## src/rtl/octet_alu_pkg.sv

```systemverilog
package octet_alu_pkg;
  typedef enum logic [2:0] {
    OP_OR  = 3'b000,
    OP_AND = 3'b001,
    OP_ADD = 3'b010,
    OP_SUB = 3'b011,
    OP_SHL = 3'b100,
    OP_SHR = 3'b101,
    OP_SAR = 3'b110,
    OP_SLT = 3'b111
  } alu_op_e;

  localparam int OP_BITS  = 3;
  localparam int FLAG_CNT = 5;
  localparam int FLG_EQ   = 0;
  localparam int FLG_OVF  = 1;
  localparam int FLG_CRY  = 2;
  localparam int FLG_ZERO = 3;
  localparam int FLG_NEG  = 4;
endpackage

```

## src/rtl/octet_alu_addsub.sv

```systemverilog
module octet_alu_addsub #(
  parameter int W = 8
) (
  input  logic [W-1:0] a_i,
  input  logic [W-1:0] b_i,
  input  logic         sub_i,
  output logic [W-1:0] sum_o,
  output logic         ovf_o,
  output logic         cry_o
);
  logic [W-1:0] b_eff;
  logic         cout;

  // Subtraction reuses the adder: a + ~b + 1
  assign b_eff = sub_i ? ~b_i : b_i;
  assign {cout, sum_o} = {1'b0, a_i} + {1'b0, b_eff} + {{W{1'b0}}, sub_i};

  // Signed overflow: both addends share a sign and the sum's sign differs
  assign ovf_o = (a_i[W-1] == b_eff[W-1]) && (sum_o[W-1] != a_i[W-1]);
  // Unsigned overflow: carry for add, missing carry (borrow) for subtract
  assign cry_o = cout ^ sub_i;
endmodule

```

## src/rtl/octet_alu_shift.sv

```systemverilog
module octet_alu_shift #(
  parameter int W  = 8,
  parameter int SW = $clog2(W)
) (
  input  logic [W-1:0]  d_i,
  input  logic [SW-1:0] amt_i,
  input  logic          arith_i,
  output logic [W-1:0]  left_o,
  output logic [W-1:0]  right_o
);
  logic [W-1:0] l_stage [SW+1];
  logic [W-1:0] r_stage [SW+1];
  logic         fill;

  assign fill       = arith_i & d_i[W-1];
  assign l_stage[0] = d_i;
  assign r_stage[0] = d_i;

  // Log-depth barrel: stage s moves by 2^s when amount bit s is set
  for (genvar s = 0; s < SW; s++) begin : g_stage
    localparam int STEP = 1 << s;
    assign l_stage[s+1] = amt_i[s] ? {l_stage[s][W-1-STEP:0], {STEP{1'b0}}}
                                   : l_stage[s];
    assign r_stage[s+1] = amt_i[s] ? {{STEP{fill}}, r_stage[s][W-1:STEP]}
                                   : r_stage[s];
  end

  assign left_o  = l_stage[SW];
  assign right_o = r_stage[SW];
endmodule

```

## src/rtl/octet_alu_flags.sv

```systemverilog
module octet_alu_flags
  import octet_alu_pkg::*;
#(
  parameter int W = 8
) (
  input  logic [W-1:0]        x_i,
  input  logic [W-1:0]        y_i,
  input  logic [W-1:0]        res_i,
  input  logic                arith_i,
  input  logic                ovf_i,
  input  logic                cry_i,
  output logic [FLAG_CNT-1:0] flags_o
);
  always_comb begin
    flags_o           = '0;
    flags_o[FLG_EQ]   = (x_i == y_i);
    flags_o[FLG_OVF]  = arith_i & ovf_i;
    flags_o[FLG_CRY]  = arith_i & cry_i;
    flags_o[FLG_ZERO] = ~|res_i;
    flags_o[FLG_NEG]  = res_i[W-1];
  end
endmodule

```

## src/rtl/octet_alu.sv

```systemverilog
module octet_alu
  import octet_alu_pkg::*;
#(
  parameter int W = 8
) (
  input  logic [W-1:0]        x_in,
  input  logic [W-1:0]        y_in,
  input  logic [OP_BITS-1:0]  op_in,
  output logic [W-1:0]        result_o,
  output logic [FLAG_CNT-1:0] flags_o
);
  localparam int SW = $clog2(W);

  alu_op_e      op;
  logic [W-1:0] sum, shl, shr;
  logic         ovf, cry, is_arith, less;

  assign op       = alu_op_e'(op_in);
  assign is_arith = (op == OP_ADD) || (op == OP_SUB);

  // One adder serves add, subtract and the signed compare
  octet_alu_addsub #(.W(W)) u_addsub (
    .a_i   (x_in),
    .b_i   (y_in),
    .sub_i (op != OP_ADD),
    .sum_o (sum),
    .ovf_o (ovf),
    .cry_o (cry)
  );

  octet_alu_shift #(.W(W), .SW(SW)) u_shift (
    .d_i     (x_in),
    .amt_i   (y_in[SW-1:0]),
    .arith_i (op == OP_SAR),
    .left_o  (shl),
    .right_o (shr)
  );

  // x < y signed: sign of x - y corrected by overflow
  assign less = sum[W-1] ^ ovf;

  always_comb begin
    unique case (op)
      OP_OR:   result_o = x_in | y_in;
      OP_AND:  result_o = x_in & y_in;
      OP_ADD:  result_o = sum;
      OP_SUB:  result_o = sum;
      OP_SHL:  result_o = shl;
      OP_SHR:  result_o = shr;
      OP_SAR:  result_o = shr;
      OP_SLT:  result_o = {{(W-1){1'b0}}, less};
      default: result_o = '0;
    endcase
  end

  octet_alu_flags #(.W(W)) u_flags (
    .x_i     (x_in),
    .y_i     (y_in),
    .res_i   (result_o),
    .arith_i (is_arith),
    .ovf_i   (ovf),
    .cry_i   (cry),
    .flags_o (flags_o)
  );
endmodule

```

## config.mk

```make
export PLATFORM = sky130hd
export DESIGN_NAME = octet_alu
export DESIGN_NICKNAME = d
export VERILOG_FILES = /design/src/rtl/octet_alu_pkg.sv /design/src/rtl/octet_alu_addsub.sv /design/src/rtl/octet_alu_shift.sv /design/src/rtl/octet_alu_flags.sv /design/src/rtl/octet_alu.sv
export SDC_FILE = /design/constraint.sdc
export NUM_CORES = 1
export LEC_CHECK = 0
export BUFFER_PORTS_ARGS = -buffer_cell sky130_fd_sc_hd__buf_2
export CORE_MARGIN = 2
export CORE_UTILIZATION = 43
export DETAILED_ROUTE_END_ITERATION = 7
export PLACE_DENSITY = 0.73
export SYNTH_ARGS = -nofsm -noshare
export SYNTH_HDL_FRONTEND = slang
export SYNTH_HIERARCHICAL = 1
export SYNTH_SLANG_ARGS = --single-unit
```

## constraint.sdc

```tcl
create_clock -name vclk -period 5.35
set_input_delay 0.535 -clock vclk [all_inputs]
set_output_delay 0.535 -clock vclk [all_outputs]
set_load 0.005 [all_outputs]
```

## Word-level counts from Yosys, hierarchy flattened

Index checks and enable logic that the tools add are counted.

- Register bits: 0
- Latch bits: 0
- RAM bits: 0
- Memory bits (read-only): 0
- Output and inout bits: 13
- Word-level logic and storage cells: 36
- Memories kept: 0

- Add/subtract/negate cells: 2
- Multiply operators: 0
- Divide/modulo/power cells: 0
- Magnitude comparators: 0
- Eq/ne operators: 11
- Shift operators: 0
- Muxes and demuxes: 8
- Bitwise gates (word level): 8
- Reductions and logical operators: 7

Operator list:

| kind | number |
|---|---|
| 8-bit two-way mux | 7 |
| 8-bit one-hot mux with 6 select lines | 1 |
| 3-bit equality test, second input constant | 4 |
| 8-bit by 8-bit adder with 9-bit output | 1 |
| 9-bit by 1-bit adder with 9-bit output | 1 |
| 8-bit AND | 1 |
| 8-bit equality test | 1 |
| 8-bit inverter | 1 |
| 8-bit OR | 1 |
| 8-bit OR reduction | 1 |
| 3-bit by 2-bit equality test with 1-bit output, second input constant | 2 |
| 2-bit OR reduction | 2 |
| 1-bit AND | 3 |
| 3-bit by 1-bit equality test with 1-bit output, second input constant | 1 |
| 3-bit logical NOT | 1 |
| 3-bit by 2-bit inequality test with 1-bit output, second input constant | 1 |
| 1-bit XOR | 2 |
| 1-bit equality test | 1 |
| 1-bit logical AND | 1 |
| 1-bit logical NOT | 1 |
| 1-bit logical OR | 1 |
| 1-bit inequality test | 1 |

## Logic depth before layout (Yosys ltp)

- Word-level depth: 10
- Depth in mapped cells: 17
- Gate-level depth less buffers: 15

## By module

The synthesis kept the hierarchy.

Modules (own cells, without submodules):

| module | instances | cells an instance | area each (sq um) |
|---|---|---|---|
| octet_alu | 1 | 91 | 556.8 |
| octet_alu_shift | 1 | 74 | 545.5 |
| octet_alu_addsub | 1 | 59 | 445.4 |
| octet_alu_flags | 1 | 17 | 125.1 |

## Worst setup path after synthesis

No wires, ideal clock.

- Path type: input to output
- Start point: input op_in[2]
- End point: output flags_o[3]
- Data arrival time: 3.707 ns
- Data required time: 4.815 ns
- Slack: 1.108 ns
- Stages on the path: 16
- Path through: buf_2 buf_1 nand2b_1 buf_2 xor2_1 inv_1 fa_1 nor2b_1 o21ai_1 nor2b_1 xnor2_1 a32o_1 a311oi_1 o21ai_1 or4_1 nor2_1

RTL lines:

| what | line | RTL |
|---|---|---|
| start: declaration | octet_alu.sv:8 | `input logic [OP_BITS-1:0] op_in,` |
| 3-bit by 2-bit inequality test with 1-bit output (*) | octet_alu.sv:25 | `.sub_i (op != OP_ADD),` |
| 8-bit two-way mux | octet_alu_addsub.sv:15 | `assign b_eff = sub_i ? ~b_i : b_i;` |
| 8-bit by 8-bit adder with 9-bit output | octet_alu_addsub.sv:16 | `assign {cout, sum_o} = {1'b0, a_i} + {1'b0, b_eff} + {{W{1'b0}}, sub_i};` |
| 9-bit by 1-bit adder with 9-bit output (*) | octet_alu_addsub.sv:16 |  |
| via sum[4] | octet_alu.sv:15 | `logic [W-1:0] sum, shl, shr;` |
| 8-bit one-hot mux with 6 select lines (*) | octet_alu.sv:43 | `unique case (op)` |
| via result_o[4] | octet_alu.sv:9 | `output logic [W-1:0] result_o,` |
| 8-bit OR reduction (*) | octet_alu_flags.sv:19 | `flags_o[FLG_ZERO] = ~\|res_i;` |
| 1-bit logical NOT (*) | octet_alu_flags.sv:19 |  |
| end: declaration | octet_alu.sv:10 | `output logic [FLAG_CNT-1:0] flags_o` |

The timed path passes the listed nets; every way through them passes the cells marked *.

## Worst setup path in the final report

- Start point: input op_in[0]
- End point: output flags_o[3]

RTL lines:

| what | line |
|---|---|
| 3-bit by 2-bit inequality test with 1-bit output (*) | octet_alu.sv:25 |
| 8-bit two-way mux | octet_alu_addsub.sv:15 |
| 8-bit by 8-bit adder with 9-bit output | octet_alu_addsub.sv:16 |
| 9-bit by 1-bit adder with 9-bit output (*) | octet_alu_addsub.sv:16 |
| via sum[4] | octet_alu.sv:15 |
| 8-bit one-hot mux with 6 select lines (*) | octet_alu.sv:43 |
| 8-bit OR reduction (*) | octet_alu_flags.sv:19 |
| 1-bit logical NOT (*) | octet_alu_flags.sv:19 |

Marks and branches as above.

==> impl_metrics.sql <==
INSERT INTO impl_metrics (metric_group, metric, value, unit) VALUES
('placed_design', 'dp.final_hpwl', '3620', 'um'),
('logic_synthesis', 'synth_top_area_share', '6.81', '%'),
('cells_and_area', 'antenna-diode-count', '0', ''),
('hold_path', 'hold_path.class', 'in2out', ''),
('setup_path', 'arrival', '3.86', 'ns'),
('routing', 'routed_wl', '4680', 'um'),
('cells_and_area', 'sequential_cell_total', '0', ''),
('grt', 'grtUsageTotal', '21.6', '%'),
('grt', 'first_pass_grt_wire_length', '7730', 'um'),
('floorplan', 'ios', '32', ''),
('placed_design', 'placed_cell_area', '0.00181', 'mm^2'),
('sta', 'post-route-min-period', '4.40', 'ns'),
('logic_synthesis', 'synth_area', '0.00167', 'mm^2'),
('run_status', 'status', 'completed', ''),
('setup_path', 'end_kind', 'output port', ''),
('setup_path', 'worstSetupPathDepth', '16', ''),
('setup_path', 'cp_num_buf_inv', '3', ''),
('routing', 'post-route-drc-count', '0', ''),
('grt', 'grt-ovfl-total', '0', ''),
('logic_synthesis', 'synth_area_leaders', 'sky130_fd_sc_hd__xnor2_1 6.8%, sky130_fd_sc_hd__ha_1 6.0%, sky130_fd_sc_hd__xor2_1 5.8%', ''),
('routing', 'vias_per_cell', '6.11', ''),
('setup_path', 'cp_cell_sequence', 'buf_2 > and2b_2 > nand2b_1 > xor2_1 > inv_1 > fa_1 > nor2b_1 > o21ai_1 > nor2b_1 > xnor2_1 > a32o_1 > a311oi_1 > o21ai_1 > or4_1 > nor2_1 > buf_2', ''),
('sta', 'fin_tns_setup', '0', 'ns'),
('sta', 'final_min_period_over_clock_period', '82.2', '%'),
('setup_path', 'timing.critical_path.max_delay_family', 'simple AND/OR/NAND/NOR gates', ''),
('logic_synthesis', 'postSynthAreaPerCell', '6.94', 'um^2'),
('floorplan', 'floorplan.die_area', '0.00440', 'mm^2'),
('grt', 'grt_pass1_vias', '1617', ''),
('sta', 'rel_slew_slack', '60.2', '%'),
('floorplan', 'initial_utilization', '45.4', '%'),
('power_and_ir_drop', 'worst_ir_drop_vdd', '0.0000576', 'V'),
('logic_synthesis', 'ys.warnings.count', '6', ''),
('setup_path', 'critical_path_class', 'in2out', ''),
('clock_network', 'post_cts_buffers', '0', ''),
('setup_path', 'worstSetupStartpointType', 'primary input', ''),
('sta', 'report.final.setup_viol', '0', ''),
('cells_and_area', 'final_net_count', '291', ''),
('cells_and_area', 'area_growth', '8.38', '%'),
('routing', 'vias', '1888', ''),
('hold_path', 'worst_hold_path_ep', 'flags_o[0]', ''),
('power_and_ir_drop', 'cellLeakagePower', '0.734', 'nW'),
('placed_design', 'port-buffer-count', '32', ''),
('floorplan', 'rows', '22', ''),
('logic_synthesis', 'seq_area_frac_synth', '0', '%'),
('floorplan', 'die_w', '66.4', 'um'),
('cells_and_area', 'area.sequential', '0', 'um^2'),
('sta', 'fmaxAchievable', '0.227', 'GHz'),
('floorplan', 'fp.dieH', '66.4', 'um'),
('logic_synthesis', 'synthCells', '241', ''),
('routing', 'dr.pass1.iters', '5', ''),
('floorplan', 'core-area', '0.00369', 'mm^2'),
('setup_path', 'critical_path.max_stage_delay', '0.52', 'ns'),
('cells_and_area', 'finished_cell_area', '0.00181', 'mm^2'),
('clock_network', 'cts_hold_buffers', '0', ''),
('sta', 'hold_violations', '0', ''),
('logic_synthesis', 'post_synth_num_cell_types', '59', ''),
('grt', 'antenna_found_initial', '0', ''),
('placed_design', 'finalWeightedCongestion', '0.929', ''),
('sta', 'tightestPinTransition', '0.597', 'ns'),
('cells_and_area', 'num-clock-buffers', '0', ''),
('routing', 'postRouteAntennaNets', '0', ''),
('sta', 'grt_setup_unrepaired', 'no', ''),
('setup_path', 'critical_path_peak_fanout', '8', ''),
('run', 'cap_viol_max_count', '0', ''),
('logic_synthesis', 'post-synth-top-area-cell', 'sky130_fd_sc_hd__xnor2_1', ''),
('cells_and_area', 'finalCoreUtilization', '49.2', '%'),
('hold_path', 'whs_path_depth', '5', ''),
('cells_and_area', 'final_common_cell', 'sky130_fd_sc_hd__buf_2', ''),
('hold_path', 'hold_path.startpoint', 'y_in[4]', ''),
('cells_and_area', 'layout_common_cells', '32 x sky130_fd_sc_hd__buf_2, 23 x sky130_fd_sc_hd__nor2_1, 18 x sky130_fd_sc_hd__nand2_1', ''),
('sta', 'timing_max_transition_violations_final', '0', ''),
('routing', 'drtIter0Drc', '157', ''),
('routing', 'detail_route.wl_per_cell', '15.2', 'um'),
('grt', 'grt_max_degree', '32', ''),
('setup_path', 'worst-endpoint-required', '4.82', 'ns'),
('clock_network', 'post_cts_resized', '0', ''),
('power_and_ir_drop', 'pwr_density_cell', '116', 'mW/mm^2'),
('cells_and_area', 'drive_above_1_share', '18.0', '%'),
('logic_synthesis', 'synth_nets', '269', ''),
('setup_path', 'timing.critical_path.slowest_stage_cell', 'sky130_fd_sc_hd__or4_1', '');
==> synth_stat cells (3+ instances only) <==
cell                       instances
sky130_fd_sc_hd__xnor2_1          13
sky130_fd_sc_hd__buf_2             8
sky130_fd_sc_hd__a32o_1            3
sky130_fd_sc_hd__ha_1              8
sky130_fd_sc_hd__nand3b_1          5
sky130_fd_sc_hd__nand2b_1          9
sky130_fd_sc_hd__o22ai_1           5
sky130_fd_sc_hd__mux2_2            3
sky130_fd_sc_hd__o21ai_0           5
sky130_fd_sc_hd__a21oi_1          16
sky130_fd_sc_hd__nor2b_1           9
sky130_fd_sc_hd__mux2i_1           9
sky130_fd_sc_hd__nor2_1           23
sky130_fd_sc_hd__and2_1            3
sky130_fd_sc_hd__nand2_1          18
sky130_fd_sc_hd__a211oi_1         10
sky130_fd_sc_hd__nor3_1           10
sky130_fd_sc_hd__o21ai_1           4
sky130_fd_sc_hd__a21o_1            3
sky130_fd_sc_hd__inv_1            10
sky130_fd_sc_hd__xor2_1           11
==> area by class of cell <==
class	count	area, um^2
repair buffers	36	190
inverters	10	37.5
well taps	48	60.1
fillers	389	1880
multi-input cells	215	1530
==> report_power, final <==
group / switching (W) / total, W / internal [W] / leakage, nW
clock network: 0 / 0 / 0 / 0
logic: 0.000117 / 0.000210 / 0.0000926 / 0.734
registers: 0 / 0 / 0 / 0
total: 0.000117 / 0.000210 / 0.0000926 / 0.734
==> stage by stage <==
stage	hold WS [ns]	setup WS [ns]	total power, W	cells
2_1_floorplan	1.18	1.11	0.000153	241
3_3_place_gp	1.48	1.00	0.000205	309
3_5_place_dp	1.49	0.983	0.000206	309
4_1_cts	1.50	0.971	0.000207	309
5_1_grt	1.53	0.781	0.000231	309
6_report	1.49	0.954	0.000210	309
==> cells by family (layout without fill, tap and decap cells) <==
group	count (synthesis)	count (layout)	synth area share, %
AOI/OAI and AO/OA	69	69	28.6
xor gates and xnor gates	24	24	12.6
adders and majority gates	9	9	7.18
buffers and inverters	26	46	8.83
muxes	17	17	12.6
and+or+nand+nor	96	96	30.2
==> tightest hold or removal path: stages <==
cell	delay, ns
sky130_fd_sc_hd__buf_2	0.11
sky130_fd_sc_hd__xnor2_1	0.07
sky130_fd_sc_hd__nand4_1	0.08
sky130_fd_sc_hd__nor2_1	0.04
sky130_fd_sc_hd__buf_2	0.11
==> worst max-delay path by stage <==
stage | endpoint | start
finish | flags_o[3] | op_in[0]
global placement | flags_o[3] | op_in[0]
CTS | flags_o[3] | op_in[0]
detailed placement | flags_o[3] | op_in[0]
floorplan | flags_o[3] | op_in[2]
global route | flags_o[3] | op_in[0]
==> per-layer routing <==
layer  share of wire [%]  global-route usage, %  vias to the layer above
li1                    -                      -                      942
met1                  45                   32.3                      857
met2                  46                   35.0                       83
met3                 7.3                  0.852                        6
met4                 1.1                   2.04                        0
met5                   0                      0                        -
Note: power is estimated with default switching activity, not from simulation.
